## config.mk

```make
export PLATFORM = sky130hd
export DESIGN_NAME = intr_route
export DESIGN_NICKNAME = d
export VERILOG_FILES = /design/src/rtl/intr_route_pkg.sv /design/src/rtl/intr_route_map.sv /design/src/rtl/intr_route_pend.sv /design/src/rtl/intr_route_out.sv /design/src/rtl/intr_route.sv
export SDC_FILE = /design/constraint.sdc
export NUM_CORES = 1
export LEC_CHECK = 0
export ABC_AREA = 1
export CORE_ASPECT_RATIO = 0.8
export CORE_MARGIN = 5
export CORE_UTILIZATION = 25
export DETAILED_ROUTE_END_ITERATION = 7
export PLACE_DENSITY_LB_ADDON = 0.3
export SLEW_MARGIN = 10
export SYNTH_ARGS = -nofsm -noshare
export SYNTH_HDL_FRONTEND = slang
export SYNTH_SLANG_ARGS = --single-unit
```

## constraint.sdc

```tcl
create_clock -name clk -period 1.5 [get_ports clk]
set_clock_uncertainty 0.05 [all_clocks]
set_input_delay 0.45 -clock clk [delete_from_list [all_inputs] [get_ports clk]]
set_output_delay 0.45 -clock clk [all_outputs]
set_load 0.05 [all_outputs]
```

## src/rtl/intr_route_pkg.sv

```systemverilog
package intr_route_pkg;
  typedef enum logic [2:0] {
    OP_NONE      = 3'd0,
    OP_BIND      = 3'd1,
    OP_ENABLE    = 3'd2,
    OP_DISABLE   = 3'd3,
    OP_CLR_SHARE = 3'd4,
    OP_CLR_ERR   = 3'd5,
    OP_ACK       = 3'd6
  } route_op_e;
endpackage

```

## src/rtl/intr_route_map.sv

```systemverilog
module intr_route_map
  import intr_route_pkg::*;
#(
  parameter int NCH  = 8,
  parameter int NCFG = 3,
  parameter int CHW  = 3,
  parameter int LW   = 2
) (
  input  logic                      clk,
  input  logic                      rst_n,
  input  logic                      cmd_valid,
  input  logic [2:0]                cmd_op,
  input  logic [LW-1:0]             cmd_line,
  input  logic [CHW-1:0]            cmd_chan,
  output logic [NCFG-1:0]           line_valid,
  output logic [NCFG-1:0][CHW-1:0]  line_chan,
  output logic [NCFG:0]             line_en,
  output logic [NCH-1:0]            bound_mask
);
  logic [NCFG-1:0]          valid_q, valid_d;
  logic [NCFG-1:0][CHW-1:0] chan_q, chan_d;
  logic [NCFG:0]            en_q, en_d;
  logic                     map_upd;
  route_op_e                op;

  assign op = route_op_e'(cmd_op);
  assign map_upd = cmd_valid && (op == OP_BIND || op == OP_ENABLE || op == OP_DISABLE);

  always_comb begin
    valid_d = valid_q;
    chan_d  = chan_q;
    en_d    = en_q;
    case (op)
      OP_BIND: begin
        for (int j = 0; j < NCFG; j++) begin
          if (cmd_line == LW'(j + 1)) begin
            valid_d[j] = 1'b1;
            chan_d[j]  = cmd_chan;
            en_d[j+1]  = 1'b1;
          end
        end
      end
      OP_ENABLE: begin
        for (int i = 0; i <= NCFG; i++)
          if (cmd_line == LW'(i)) en_d[i] = 1'b1;
      end
      OP_DISABLE: begin
        for (int i = 0; i <= NCFG; i++)
          if (cmd_line == LW'(i)) en_d[i] = 1'b0;
      end
      default: ;
    endcase
  end

  always_ff @(posedge clk or negedge rst_n) begin
    if (!rst_n) begin
      valid_q <= '0;
      chan_q  <= '0;
      en_q    <= '0;
    end else if (map_upd) begin
      valid_q <= valid_d;
      chan_q  <= chan_d;
      en_q    <= en_d;
    end
  end

  always_comb begin
    bound_mask = '0;
    for (int c = 0; c < NCH; c++)
      for (int j = 0; j < NCFG; j++)
        if (valid_q[j] && chan_q[j] == CHW'(c)) bound_mask[c] = 1'b1;
  end

  assign line_valid = valid_q;
  assign line_chan  = chan_q;
  assign line_en    = en_q;
endmodule

```

## src/rtl/intr_route_pend.sv

```systemverilog
module intr_route_pend #(
  parameter int NCH = 8
) (
  input  logic           clk,
  input  logic           rst_n,
  input  logic [NCH-1:0] set_mask,
  input  logic [NCH-1:0] clr_mask,
  input  logic           err_set,
  input  logic           err_clr,
  output logic [NCH-1:0] pend,
  output logic           err_flag
);
  logic [NCH-1:0] pend_q, pend_d;
  logic           err_q, err_d;
  logic           pend_upd, err_upd;

  assign pend_upd = |(set_mask | clr_mask);
  assign err_upd  = err_set | err_clr;

  always_comb begin
    pend_d = (pend_q & ~clr_mask) | set_mask;
    err_d  = err_set | (err_q & ~err_clr);
  end

  always_ff @(posedge clk or negedge rst_n) begin
    if (!rst_n) begin
      pend_q <= '0;
      err_q  <= 1'b0;
    end else begin
      if (pend_upd) pend_q <= pend_d;
      if (err_upd)  err_q  <= err_d;
    end
  end

  assign pend     = pend_q;
  assign err_flag = err_q;
endmodule

```

## src/rtl/intr_route_out.sv

```systemverilog
module intr_route_out #(
  parameter int NCH  = 8,
  parameter int NCFG = 3,
  parameter int CHW  = 3,
  parameter int STW  = 32
) (
  input  logic [NCH-1:0]           pend,
  input  logic [NCH-1:0]           bound_mask,
  input  logic [NCFG-1:0]          line_valid,
  input  logic [NCFG-1:0][CHW-1:0] line_chan,
  input  logic [NCFG:0]            line_en,
  output logic [NCFG:0]            irq,
  output logic [STW-1:0]           status
);
  logic [NCH-1:0] shared_pend;

  assign shared_pend = pend & ~bound_mask;
  assign status      = {{(STW-NCH){1'b0}}, shared_pend};
  assign irq[0]      = line_en[0] & (|shared_pend);

  for (genvar j = 0; j < NCFG; j++) begin : g_line
    assign irq[j+1] = line_en[j+1] & line_valid[j] & pend[line_chan[j]];
  end
endmodule

```

## src/rtl/intr_route.sv

```systemverilog
module intr_route
  import intr_route_pkg::*;
#(
  parameter int NCH  = 8,
  parameter int NCFG = 3,
  parameter int STW  = 32,
  localparam int CHW = $clog2(NCH),
  localparam int LW  = $clog2(NCFG + 1)
) (
  input  logic            clk,
  input  logic            rst_n,
  input  logic [NCH-1:0]  evt_i,
  input  logic            bus_err_i,
  input  logic            cmd_valid,
  input  logic [2:0]      cmd_op,
  input  logic [LW-1:0]   cmd_line,
  input  logic [STW-1:0]  cmd_data,
  output logic [NCFG:0]   irq_o,
  output logic            err_irq_o,
  output logic [STW-1:0]  status_o
);
  logic [NCFG-1:0]          line_valid;
  logic [NCFG-1:0][CHW-1:0] line_chan;
  logic [NCFG:0]            line_en;
  logic [NCH-1:0]           bound_mask;
  logic [NCH-1:0]           pend;
  logic [NCH-1:0]           clr_mask;
  logic                     err_clr;
  route_op_e                op;

  assign op      = route_op_e'(cmd_op);
  assign err_clr = cmd_valid && op == OP_CLR_ERR;

  always_comb begin
    clr_mask = '0;
    if (cmd_valid && op == OP_CLR_SHARE)
      clr_mask = cmd_data[NCH-1:0] & ~bound_mask;
    if (cmd_valid && op == OP_ACK) begin
      for (int j = 0; j < NCFG; j++)
        if (cmd_line == LW'(j + 1) && line_valid[j]) clr_mask[line_chan[j]] = 1'b1;
    end
  end

  intr_route_map #(.NCH(NCH), .NCFG(NCFG), .CHW(CHW), .LW(LW)) u_map (
    .clk(clk), .rst_n(rst_n), .cmd_valid(cmd_valid), .cmd_op(cmd_op),
    .cmd_line(cmd_line), .cmd_chan(cmd_data[CHW-1:0]),
    .line_valid(line_valid), .line_chan(line_chan), .line_en(line_en),
    .bound_mask(bound_mask)
  );

  intr_route_pend #(.NCH(NCH)) u_pend (
    .clk(clk), .rst_n(rst_n), .set_mask(evt_i), .clr_mask(clr_mask),
    .err_set(bus_err_i), .err_clr(err_clr), .pend(pend), .err_flag(err_irq_o)
  );

  intr_route_out #(.NCH(NCH), .NCFG(NCFG), .CHW(CHW), .STW(STW)) u_out (
    .pend(pend), .bound_mask(bound_mask), .line_valid(line_valid),
    .line_chan(line_chan), .line_en(line_en), .irq(irq_o), .status(status_o)
  );
endmodule

```

Yosys cells after proc, flatten, opt, wreduce, memory -nomap -nowiden
Cells that the tools add are included.
{"block": "classes", "n_reduce_logical": 52, "eq_ne": 38, "magnitude_cmp": 6, "n_bitwise": 21, "n_mux": 53}
{"op": "two-way mux 8 bit", "n": 7}
{"op": "== test 3 bit, second input constant", "n": 15}
{"op": "OR 8 bit", "n": 5}
{"op": "two-way mux 1 bit", "n": 38}
{"op": "logical AND 1 bit", "n": 34}
{"op": "bitwise AND 8 bit", "n": 3}
{"op": "== test 3 x 2 -> 1 bit, second input constant", "n": 8}
{"op": "inverter 8 bit", "n": 2}
{"op": "AND reduction 4 bit", "n": 4}
{"op": "OR reduction 8 bit", "n": 2}
{"op": "== test 3 x 1 -> 1 bit, second input constant", "n": 4}
{"op": "less-than comparator 3 x 4 -> 1 bit, second input constant", "n": 3}
{"op": "inequality test 2 bit, second input constant", "n": 5}
{"op": "binary-select mux 1 bit (select 3 bit)", "n": 3}
{"op": "demux 1 bit (select 3 bit)", "n": 3}
{"op": "greater-or-equal comparator 3 x 1 -> 1 bit, second input constant", "n": 3}
{"op": "zero test 3 bit", "n": 3}
{"op": "AND reduction 3 bit", "n": 3}
{"op": "bitwise AND 1 bit", "n": 8}
{"op": "inequality test 2 x 1 -> 1 bit, second input constant", "n": 3}
{"op": "case mux 3 bit (2 select lines)", "n": 1}
{"op": "== test 2 bit, second input constant", "n": 2}
{"op": "nonzero test 2 bit", "n": 2}
{"op": "== test 2 x 1 -> 1 bit, second input constant", "n": 1}
{"op": "other kinds (6)", "n": 8}
{"block": "word_totals", "input_bits": 49, "register_bits": 25, "elab_cells": 182}

Logic depth before layout (Yosys ltp)
Gate-level depths: netlist of run 1.
{"block": "depth", "depth_word": 20, "mapped_depth": 8, "mapped_depth_nobuf": 8}

Cells and area by module
A second synthesis of run 1 with hierarchy kept.
{"block": "hier_totals", "hier_cells": 409, "hier_area_um2": 2382.3}
{"mod": "intr_route_map", "cells_per_inst": 144, "area_each_um2": 960.9, "instances": 1}
{"mod": "intr_route_out", "cells_per_inst": 127, "area_each_um2": 594.3, "instances": 1}
{"mod": "intr_route", "cells_per_inst": 93, "area_each_um2": 466.7, "instances": 1}
{"mod": "intr_route_pend", "cells_per_inst": 45, "area_each_um2": 360.3, "instances": 1}

Worst setup path after synthesis of run 1
Ideal clock, no wire load.
{"block": "synth_timing", "path_type": "flip-flop to output port", "from": "reg u_map.chan_q (netlist bit u_map.line_chan[8])", "to": "out irq_o[3]", "slack_ps": -993, "n_path_buf": 0, "arrival_time_ps": 1993, "path_stages_with_launch": 6, "path_cell_list": "dfrtp_1 nor2_1 inv_1 o21ai_0 a211oi_1 nor3_1"}
{"block": "synth_between", "elab_chain_len": 3}
{"item": "start: declaration", "line": "intr_route_map.sv:21", "source": "logic [NCFG-1:0][CHW-1:0] chan_q, chan_d;"}
{"item": "start signal: assignment", "line": "intr_route_map.sv:62", "source": "chan_q <= chan_d;"}
{"item": "binary-select mux 1 bit (select 3 bit)", "line": "intr_route_out.sv:22", "source": "assign irq[j+1] = line_en[j+1] & line_valid[j] & pend[line_chan[j]];"}
{"item": "two-way mux 1 bit (implied by the code)", "line": "intr_route_out.sv:22"}
{"item": "bitwise AND 1 bit", "line": "intr_route_out.sv:22"}
{"item": "end: declaration", "line": "intr_route.sv:18", "source": "output logic [NCFG:0] irq_o,"}
No other way between the ends. The select of a mux whose other input is x is not followed.

Worst setup path after layout of run 1
{"block": "layout_timing", "from": "reg u_map.chan_q (netlist bit u_map.line_chan[3])", "to": "out irq_o[0]"}
{"block": "layout_between", "elab_chain_len": 8, "elab_cells_between_ends": 36, "cone_classes": "7 x eq/ne; 16 x mux; 3 x bitwise; 10 x reduce/logical"}
{"item": "== test 3 x 1 -> 1 bit (tied with other cells)", "line": "intr_route_map.sv:71", "source": "if (valid_q[j] && chan_q[j] == CHW'(c)) bound_mask[c] = 1'b1;"}
{"item": "logical AND 1 bit", "line": "intr_route_map.sv:71"}
{"item": "two-way mux 1 bit (2 in series)", "line": "intr_route_map.sv:71"}
{"item": "inverter 8 bit *", "line": "intr_route_out.sv:17", "source": "assign shared_pend = pend & ~bound_mask;"}
{"item": "bitwise AND 8 bit *", "line": "intr_route_out.sv:17"}
{"item": "OR reduction 8 bit *", "line": "intr_route_out.sv:19", "source": "assign irq[0] = line_en[0] & (|shared_pend);"}
{"item": "bitwise AND 1 bit *", "line": "intr_route_out.sv:19"}
Mark *: on every way between the ends. The rest lies on a longest branch, timed or not.

==> results of run 1 <==
## flip-flops by register name (all words and copies together), names as in the netlist
register and count:
u_pend.pend 8, u_map.line_valid 3, u_pend.err_flag 1, u_map.line_en 4, u_map.line_chan 9
## worst max-delay path: stages (launching register included)
cell and delay [ps]:
dfrtp_2 500, buf_6 150, nand4_1 110, nand4_1 190, nand2_1 140, nor2_2 50
a21oi_4 160, buf_12 150
## cell usage after synthesis
library cell  number
a211oi_1           1
a21o_1             1
a21oi_1            6
and2_1             3
and3_1             3
buf_2              4
buf_4             26
buf_6              1
conb_1             1
dfrtp_1           25
inv_1             42
inv_2              5
nand2_1           68
nand2_2            7
nand3_1           27
nand4_1           25
nor2_1            24
nor2_2             2
nor2_4             4
nor3_1            15
nor3_2             1
nor4_1             1
o211ai_1           4
o21a_1             1
o21ai_0           10
o21ai_1           11
o21bai_1           2
or2_2              1
## placed cells by master, fill, tap and decap left out, types with 13 or more instances in the layout
| cell type | Yosys | final |
|---|---|---|
| conb_1 | 1 | 24 |
| o21ai_1 | 11 | 16 |
| nand3_1 | 27 | 22 |
| nand2_1 | 68 | 54 |
| buf_6 | 1 | 17 |
| nor2_4 | 4 | 13 |
| buf_12 | 0 | 14 |
| nand2_2 | 7 | 18 |
| nand4_1 | 25 | 25 |
| clkdlybuf4s50_1 | 0 | 18 |
| dfrtp_1 | 25 | 15 |
| buf_4 | 26 | 75 |
| inv_1 | 42 | 24 |
## logic make-up after synthesis
kind of cell           share of synthesized area
buffers and inverters                     0.1911
AO/OA/AOI/OAI                            0.09615
flip-flops                                0.2967
AND/OR/NAND/NOR                           0.4142
other                                   0.001779
## per-layer routing
layer,wire [um],GRT usage
met4,40,0.02703
met2,3835,0.2352
met3,643,0.02902
met5,0,0
met1,3702,0.2161
## power by group through the flow
| stage | Combinational (uW) | Clock (uW) | Sequential, uW |
|---|---|---|---|
| after global routing | 2580 | 473 | 879 |
| after detailed placement | 2120 | 0 | 878 |
| final | 2430 | 429 | 871 |
| after floorplan | 1230 | 0 | 826 |
| after CTS | 2260 | 444 | 863 |
| after global placement | 2120 | 0 | 874 |
## through the flow
step	hold slack [ps]	utilization	TNS, ps	instance area (um^2)
detailed placement	448.5	0.4013	-12800	3359
finish	457.8	0.4541	-7569	3801
global route	469.6	0.4541	-8753	3801
global placement	433.0	0.4013	-13020	3359
floorplan	104.4	-	-1100	2355
CTS	469.1	0.4290	-7375	3591
## worst max path at each step
stage / start / end / depth (start not counted)
2_1_floorplan: u_map.line_chan[7]$_DFFE_PN0P_ / irq_o[3] / 5
3_3_place_gp: cmd_line[0] / u_pend.pend[6]$_DFFE_PN0P_ / 8
3_5_place_dp: u_map.line_chan[6]$_DFFE_PN0P_ / irq_o[0] / 7
4_1_cts: u_map.line_chan[6]$_DFFE_PN0P_ / irq_o[0] / 8
5_1_grt: u_map.line_chan[6]$_DFFE_PN0P_ / irq_o[0] / 8
6_report: u_map.line_chan[3]$_DFFE_PN0P_ / irq_o[0] / 7
## what timing repair did
item,CTS,global route
hold endpoints to repair,0,0
setup endpoints to repair,31,19
pin swaps,21,24
buffers inserted,10,10
gates resized for setup,56,55
cloned,0,1
## layout make-up
cell class | instances | area [um^2] | share of cell area
repair buffers | 132 | 1274 | 0.3351
repair inverters | 1 | 6.256 | 0.001646
multi-input cells | 241 | 1490 | 0.3920
inverters | 47 | 207.7 | 0.05464
clock buffers | 4 | 45.04 | 0.01185
well taps | 112 | 140.1 | 0.03687
flip-flops and latches | 25 | 638.1 | 0.1679
==> flow_metrics.tcl, run 1 <==
set metrics [dict create \
    outcome "finished with violations" \
    violations "setup timing" \
    htree_levels 1 \
    grt_util_all_layers 0.1504 \
    synth.area.top_cells "dfrtp_1 (30%), nand2_1 (12%), buf_4 (9.3%)" \
    place_ws_ps -502.2 \
    clkLatencyLatePin_ps 280 \
    wl_mm 8.220 \
    area_growth_syn_to_layout_pct 80.30 \
    maxSlewViolCount 0 \
    stdcell_count 562 \
    yosys_warnings 0 \
    setup_viol 13 \
    crit_fanout 6 \
    hold_depth 2 \
    grt_pass1_vias 2463 \
    drive_gt1_frac 0.4822 \
    die-area_um2 10380 \
    final_nets 500 \
    rows 30 \
    drc_errors 0 \
    worstSetupStartpointType "flop" \
    post_drt_via_cell_ratio 4.587 \
    cp.required_ps 1000 \
    die_w_um 112.7 \
    synthesis.area_um2 2108 \
    dpl.hpwl_mm 6.312 \
    grt_max_degree 26 \
    p_leak_uw 0.001801 \
    clock_sinks 25 \
    pwr-share-clk 0.115 \
    root_buffer "clkbuf_8" \
    final_hold_viol_count 0 \
    timing.fmax_mhz 445.8 \
    routabilityCongestion 0.9806 \
    ant_nets 0 \
    boundaryPins 86 \
    p_comb_frac 0.652 \
    synth_top_cell_by_area "dfrtp_1" \
    period_minus_slack_ps 2243 \
    reg2reg_slack_ps -30 \
    core_um2 8371 \
    p_per_area_nw_per_um2 982.1 \
    hp-class "flop to flop" \
    drt_iter0_drc 125 \
    initial_core_util 0.2519 \
    cts-hold-fix-buffers 0 \
    cts_inserted_buffers 3 \
    antenna_cells 0 \
    p_switching_uw 1688 \
    finalPower_uw 3733 \
    grt_overflow 0 \
    hp-start "u_map.line_en[0]$_DFFE_PN0P_" \
    synth.top_cell.area_share 0.2967 \
    finalCritPeriodShare 1.495 \
    dr.pass1.iters 4 \
    postSynthCellCount 321 \
    grt_pass1_wl_mm 12.54 \
    numPortBuffers 37 \
    critical_path_class "flop to output pin" \
    cts_tree "yes" \
    grt_setup_unrepaired "true" \
    vias 2578 \
    power_frac_seq 0.233 \
    antenna_found_initial 0 \
    ys_types 28 \
    whs_endpoint "u_map.line_en[0]$_DFFE_PN0P_" \
    wl_per_cell_um 14.63 \
    swShare 0.4521 \
    endpoint_kind "output pin" \
    crit_arrival_ps 1740 \
    fp.dieH_um 92.14 \
    fillCellCount 851 \
    avgSynthCellArea_um2 6.568 \
    reg2reg_to "u_pend.pend[2]$_DFFE_PN0P_" \
    intPower_uw 2045 \
    r2r_start "u_map.line_chan[7]$_DFFE_PN0P_" \
    ir_worst_vdd_mv 0.7478 \
    r2r_cells 8 \
    yosys_register_bits 25 \
    max_cap_viol_count 0 \
    clk_pin_slew_ps 100 \
    ys_seq_area_frac 0.2967 \
    dp_cells 542 \
    clock_path_buffers 2 \
    setup_slack_ps -743.2 \
]
(Power assumes the default switching activity.)
==> inputs of run 2 (changes only) <==
GPL_TIMING_DRIVEN = 0   (was unset)
==> run 2 against run 1 <==
The run still ends with setup timing left. Worst hold slack got worse by 210 ps. Worst setup slack gained 44 ps. Sequential share of layout area is 1.8 points higher. Highest routed layer unchanged.
==> flow_metrics.tcl, run 2 (same netlist as run 1, synthesis figures left out) <==
set metrics [dict create \
    outcome "finished with violations" \
    violations "setup timing" \
    grt-busiest-layer "met2" \
    endpoint_kind "output pin" \
    reg2reg_to "u_pend.pend[2]$_DFFE_PN0P_" \
    clock_path_buffers 2 \
    drt_iter0_drc 92 \
    antenna_cells 0 \
    area_growth_syn_to_layout_pct 61.36 \
    r2r_start "u_map.line_chan[6]$_DFFE_PN0P_" \
    stdcell_count 525 \
    met1_usage 0.2200 \
    grt_setup_unrepaired "true" \
    die_w_um 112.7 \
    wl_mm 7.732 \
    final_common_cell "nand2_1" \
    grt_pass1_wl_mm 12.59 \
    mostFrequentLayoutCells "nand2_1 (56), buf_4 (46), nand4_1 (25)" \
    cp.required_ps 1000 \
    gr-usage-met2 0.2362 \
    drc_errors 0 \
    place_ws_ps -1109 \
    clock_sinks 25 \
    setup_slack_ps -699.1 \
    timing.fmax_mhz 454.7 \
    dpl.hpwl_mm 5.809 \
    period_minus_slack_ps 2199 \
    swShare 0.4766 \
    post_drt_via_cell_ratio 4.600 \
    fin_tns_setup_ps -6847 \
    largest_reg_flops 9 \
    worstSetupStartpointType "flop" \
    crit_fanout 4 \
    grt_overflow 0 \
    r2r_cells 8 \
    cts_tree "yes" \
    dr.pass1.iters 4 \
    dp_cells 493 \
    die-area_um2 10380 \
    hp-class "primary input to async pin" \
    drive_gt1_frac 0.4286 \
    p_switching_uw 1635 \
    intPower_uw 1795 \
    maxSlewViolCount 0 \
    p_comb_frac 0.626 \
    placedInstanceArea_um2 2865 \
    final_area_um2 3402 \
    wl_per_cell_um 14.73 \
    core_um2 8371 \
    final_hold_viol_count 0 \
    fp.dieH_um 92.14 \
    ant_nets 0 \
    crit_arrival_ps 1700 \
    htree_levels 1 \
    reg2reg_slack_ps 10 \
    grt_use_met3 0.02375 \
    max_cap_viol_count 0 \
    worst_pin_slew_ps 701.3 \
    numPortBuffers 37 \
    relSlewSlack 0.5325 \
    critical_path_class "flop to output pin" \
    grt_util_all_layers 0.1497 \
    final_nets 463 \
    initial_core_util 0.2519 \
    clkLatencyLatePin_ps 280 \
    post-route-util 0.4064 \
    clk_pin_slew_ps 100 \
    root_buffer "clkbuf_8" \
    rows 30 \
    p_leak_uw 0.001610 \
    finalCritPeriodShare 1.466 \
    power_frac_seq 0.248 \
    setup_viol 12 \
    grt_pass1_vias 2370 \
    pwr-share-clk 0.126 \
    cts_inserted_buffers 3 \
    antenna_found_initial 0 \
    boundaryPins 86 \
    p_per_area_nw_per_um2 1008 \
    grt_max_degree 26 \
    vias 2415 \
    ir_worst_vdd_mv 0.5215 \
    routabilityCongestion 0.9341 \
]
[run 2: cell types whose count changed in the layout (fill, tap and decap cells not counted), moves of 3 or more]
cell	delta
inv_4	-7
buf_8	+7
o21ai_1	-3
dfrtp_2	-4
buf_12	-12
nor2_2	-3
nor3_2	+3
nor3_4	-3
inv_2	+7
nor2_4	+3
dfrtp_1	+4
buf_4	-29
[run 2: power by group through the flow]
| stage | Sequential (uW) | Combinational [uW] | Clock (uW) |
|---|---|---|---|
| 4_1_cts | 847 | 1940 | 450 |
| 3_3_place_gp | 850 | 1660 | 0 |
| 5_1_grt | 862 | 2290 | 484 |
| 3_5_place_dp | 850 | 1660 | 0 |
| 6_report | 852 | 2150 | 431 |
| 2_1_floorplan | 826 | 1230 | 0 |
[run 2: metrics by stage]
stage / hold slack [ps] / total power [uW]
after CTS: 276.9 / 3239
final: 249.8 / 3430
after detailed placement: 419.8 / 2508
after floorplan: 104.4 / 2055
after global routing: 305.3 / 3633
after global placement: 413.4 / 2510
[run 2: layout make-up]
| class | count | area [um^2] |
|---|---|---|
| well taps | 112 | 140.1 |
| plain buffers | 31 | 251.5 |
| clock buffers | 3 | 41.29 |
| clock inverters | 1 | 5.005 |
| flip-flops and latches | 25 | 633.1 |
| repair buffers | 64 | 640.6 |
| fillers | 889 | 4969 |
| inverters | 47 | 192.7 |
| multi-input cells | 241 | 1491 |
| repair inverters | 1 | 6.256 |
[run 2: critical path: stages (launching register included)]
cell	delay, ps
dfrtp_2	470
buf_12	140
nor2_4	120
nand2_2	100
nand4_1	130
nand2_2	110
nor2_2	140
a21oi_4	70
buf_6	150
[run 2: how the worst max path moves through the flow]
stage | startpoint | to | slack [ps] | cells past startpoint
after floorplan | u_map.line_chan[7]$_DFFE_PN0P_ | irq_o[3] | -330 | 5
after global placement | u_map.line_valid[0]$_DFFE_PN0P_ | irq_o[0] | -1130 | 9
after detailed placement | u_map.line_valid[0]$_DFFE_PN0P_ | irq_o[0] | -1110 | 9
after CTS | u_map.line_chan[0]$_DFFE_PN0P_ | irq_o[0] | -700 | 8
after global routing | u_map.line_chan[3]$_DFFE_PN0P_ | irq_o[0] | -770 | 8
final | u_map.line_chan[2]$_DFFE_PN0P_ | irq_o[0] | -700 | 8
[run 2: timing repair]
action,CTS,global route
hold endpoints to repair,0,0
hold buffers,0,0
resized for setup,142,42
cloned,1,0
setup endpoints to repair,60,19
buffers inserted,16,12
pin swaps,25,20
[run 2: metal layers]
metal | wire length (um) | vias up
met3 | 497 | 4
met5 | 0 | -
met4 | 46 | 0
met1 | 3698 | 1128
met2 | 3489 | 86
li1 | - | 1197
==> inputs of run 3 (changes only) <==
TNS_END_PERCENT = 5   (was unset)
==> run 3 against run 2 <==
The run still ends with setup timing left. Non-clock buffer count is 19 lower. Clock-buffer cell count is 1 higher. Flip-flop and latch count unchanged. Final area is 7.1% lower. Worst setup slack better by 20 ps. Sequential share of layout area increased by 1.4 points. Sequential power barely moved. First-iteration DRC count rose by 27%. Combinational power fell by 13%. Final cell count decreased by 3.8%. Total power fell by 8.4%. Fmax grew 0.90%. Critical path type unchanged. Largest power group unchanged. Highest routed layer unchanged.
==> flow_metrics.tcl, run 3 (same netlist as run 1, synthesis figures left out) <==
set metrics [dict create \
    relSlewSlack 0.5296 \
    die-area_um2 10380 \
    setup_slack_ps -679.5 \
    endpoint_kind "output pin" \
    vias 2371 \
    antenna_cells 0 \
    drt_iter0_drc 117 \
    die_w_um 112.7 \
    root_buffer "clkbuf_8" \
    largest_reg_flops 9 \
    core_um2 8371 \
    maxSlewViolCount 0 \
    wl_per_cell_um 14.27 \
    stdcell_count 505 \
    post_drt_via_cell_ratio 4.695 \
    period_minus_slack_ps 2179 \
    grt_setup_unrepaired "true" \
    clk_pin_slew_ps 100 \
    violations "setup timing" \
    mostFrequentLayoutCells "nand2_1 (55), buf_4 (34), inv_1 (32)" \
    outcome "finished with violations" \
    reg2reg_to "u_pend.pend[2]$_DFFE_PN0P_" \
    grt_max_degree 26 \
    numPortBuffers 37 \
    cp.required_ps 1000 \
    final_nets 443 \
    placedInstanceArea_um2 2760 \
    grt_pass1_vias 2272 \
    cts_tree "yes" \
    clock_path_buffers 2 \
    grt_overflow 0 \
    cts-hold-fix-buffers 0 \
    drc_errors 0 \
    r2r_start "u_map.line_chan[7]$_DFFE_PN0P_" \
    finalPower_uw 3140 \
    worst_pin_slew_ps 705.6 \
    p_per_area_nw_per_um2 993.9 \
    dpl.hpwl_mm 5.496 \
    clkLatencyLatePin_ps 280 \
    wl_mm 7.207 \
    r2r_cells 8 \
    worstSetupEndpoint "irq_o[0]" \
    ant_nets 0 \
    drive_gt1_frac 0.3715 \
    ir_worst_vdd_mv 0.8227 \
    seqCellArea_um2 633.1 \
    routabilityCongestion 0.9402 \
    p_leak_uw 0.001509 \
    final_hold_viol_count 0 \
    grt_pass1_wl_mm 11.54 \
    max_cap_viol_count 0 \
    rows 30 \
    timing.fmax_mhz 458.8 \
    fin_tns_setup_ps -6503 \
    dr.pass1.iters 4 \
    hp-class "primary input to async pin" \
    grt_util_all_layers 0.1385 \
    multi_input_area_um2 1455 \
    final_common_cell "nand2_1" \
    place_ws_ps -1109 \
    dp_cells 493 \
    critical_path_class "flop to output pin" \
    setup_viol 12 \
    crit_fanout 5 \
    initial_core_util 0.2519 \
    antenna_found_initial 0 \
    crit_arrival_ps 1680 \
    worstSetupStartpoint "u_map.line_chan[2]$_DFFE_PN0P_" \
    area_growth_syn_to_layout_pct 49.85 \
    htree_levels 1 \
    reg2reg_slack_ps 50 \
    fp.dieH_um 92.14 \
    worstSetupStartpointType "flop" \
    fillCellCount 884 \
    cts_inserted_buffers 3 \
    boundaryPins 86 \
    final_area_um2 3159 \
    finalCritPeriodShare 1.453 \
    clock_sinks 25 \
]
## run 3: layout make-up
| class | count | area share |
|---|---|---|
| Multi-Input combinational cell | 241 | 0.4606 |
| Sequential cell | 25 | 0.2004 |
| Timing Repair Buffer | 45 | 0.1410 |
| Buffer | 31 | 0.07960 |
| Inverter | 47 | 0.05980 |
| Tap cell | 112 | 0.04436 |
| Clock buffer | 4 | 0.01426 |
## run 3: how the worst min path moves through the flow
stage	startpoint	to	slack, ps	depth (start not counted)
floorplan	rst_n	u_map.line_chan[0]$_DFFE_PN0P_	100	0
global placement	u_pend.err_flag$_DFFE_PN0P_	u_pend.err_flag$_DFFE_PN0P_	420	1
detailed placement	u_pend.err_flag$_DFFE_PN0P_	u_pend.err_flag$_DFFE_PN0P_	420	1
CTS	rst_n	u_pend.err_flag$_DFFE_PN0P_	280	1
global route	rst_n	u_pend.pend[7]$_DFFE_PN0P_	300	1
finish	rst_n	u_pend.pend[7]$_DFFE_PN0P_	250	1
## run 3: stage by stage
step	util	hold WS [ps]
floorplan	-	104.4
global placement	0.3297	417.3
detailed placement	0.3297	417.9
CTS	0.3619	283.3
global route	0.3774	298.2
finish	0.3774	254.0
## run 3: layer usage
metal | GRT usage | up-vias | share of wire
li1 | - | 1163 | -
met1 | 0.1858 | 1107 | 0.43
met2 | 0.2298 | 93 | 0.47
met3 | 0.03694 | 8 | 0.092
met4 | 0.01602 | 0 | 0.011
met5 | 0 | - | 0
## run 3: power by group
part | switching, uW | internal, uW
registers | 107 | 746
clock network | 236 | 191
logic | 1200 | 663
total | 1540 | 1600
## run 3: critical path, cell delays in order, from the launching register on
cell and delay [ps]:
dfrtp_2 490, buf_6 150, nand2_4 60, nor2_2 50
nand2_1 90, nand4_1 130, nand2_2 90, nor2_2 50
a21oi_4 130, buf_6 170
## run 3: what timing repair did
item,in CTS,in global routing
buffers inserted,5,3
resized for setup,150,34
gates cloned,0,0
setup endpoints to repair,60,30
pin swaps,21,16
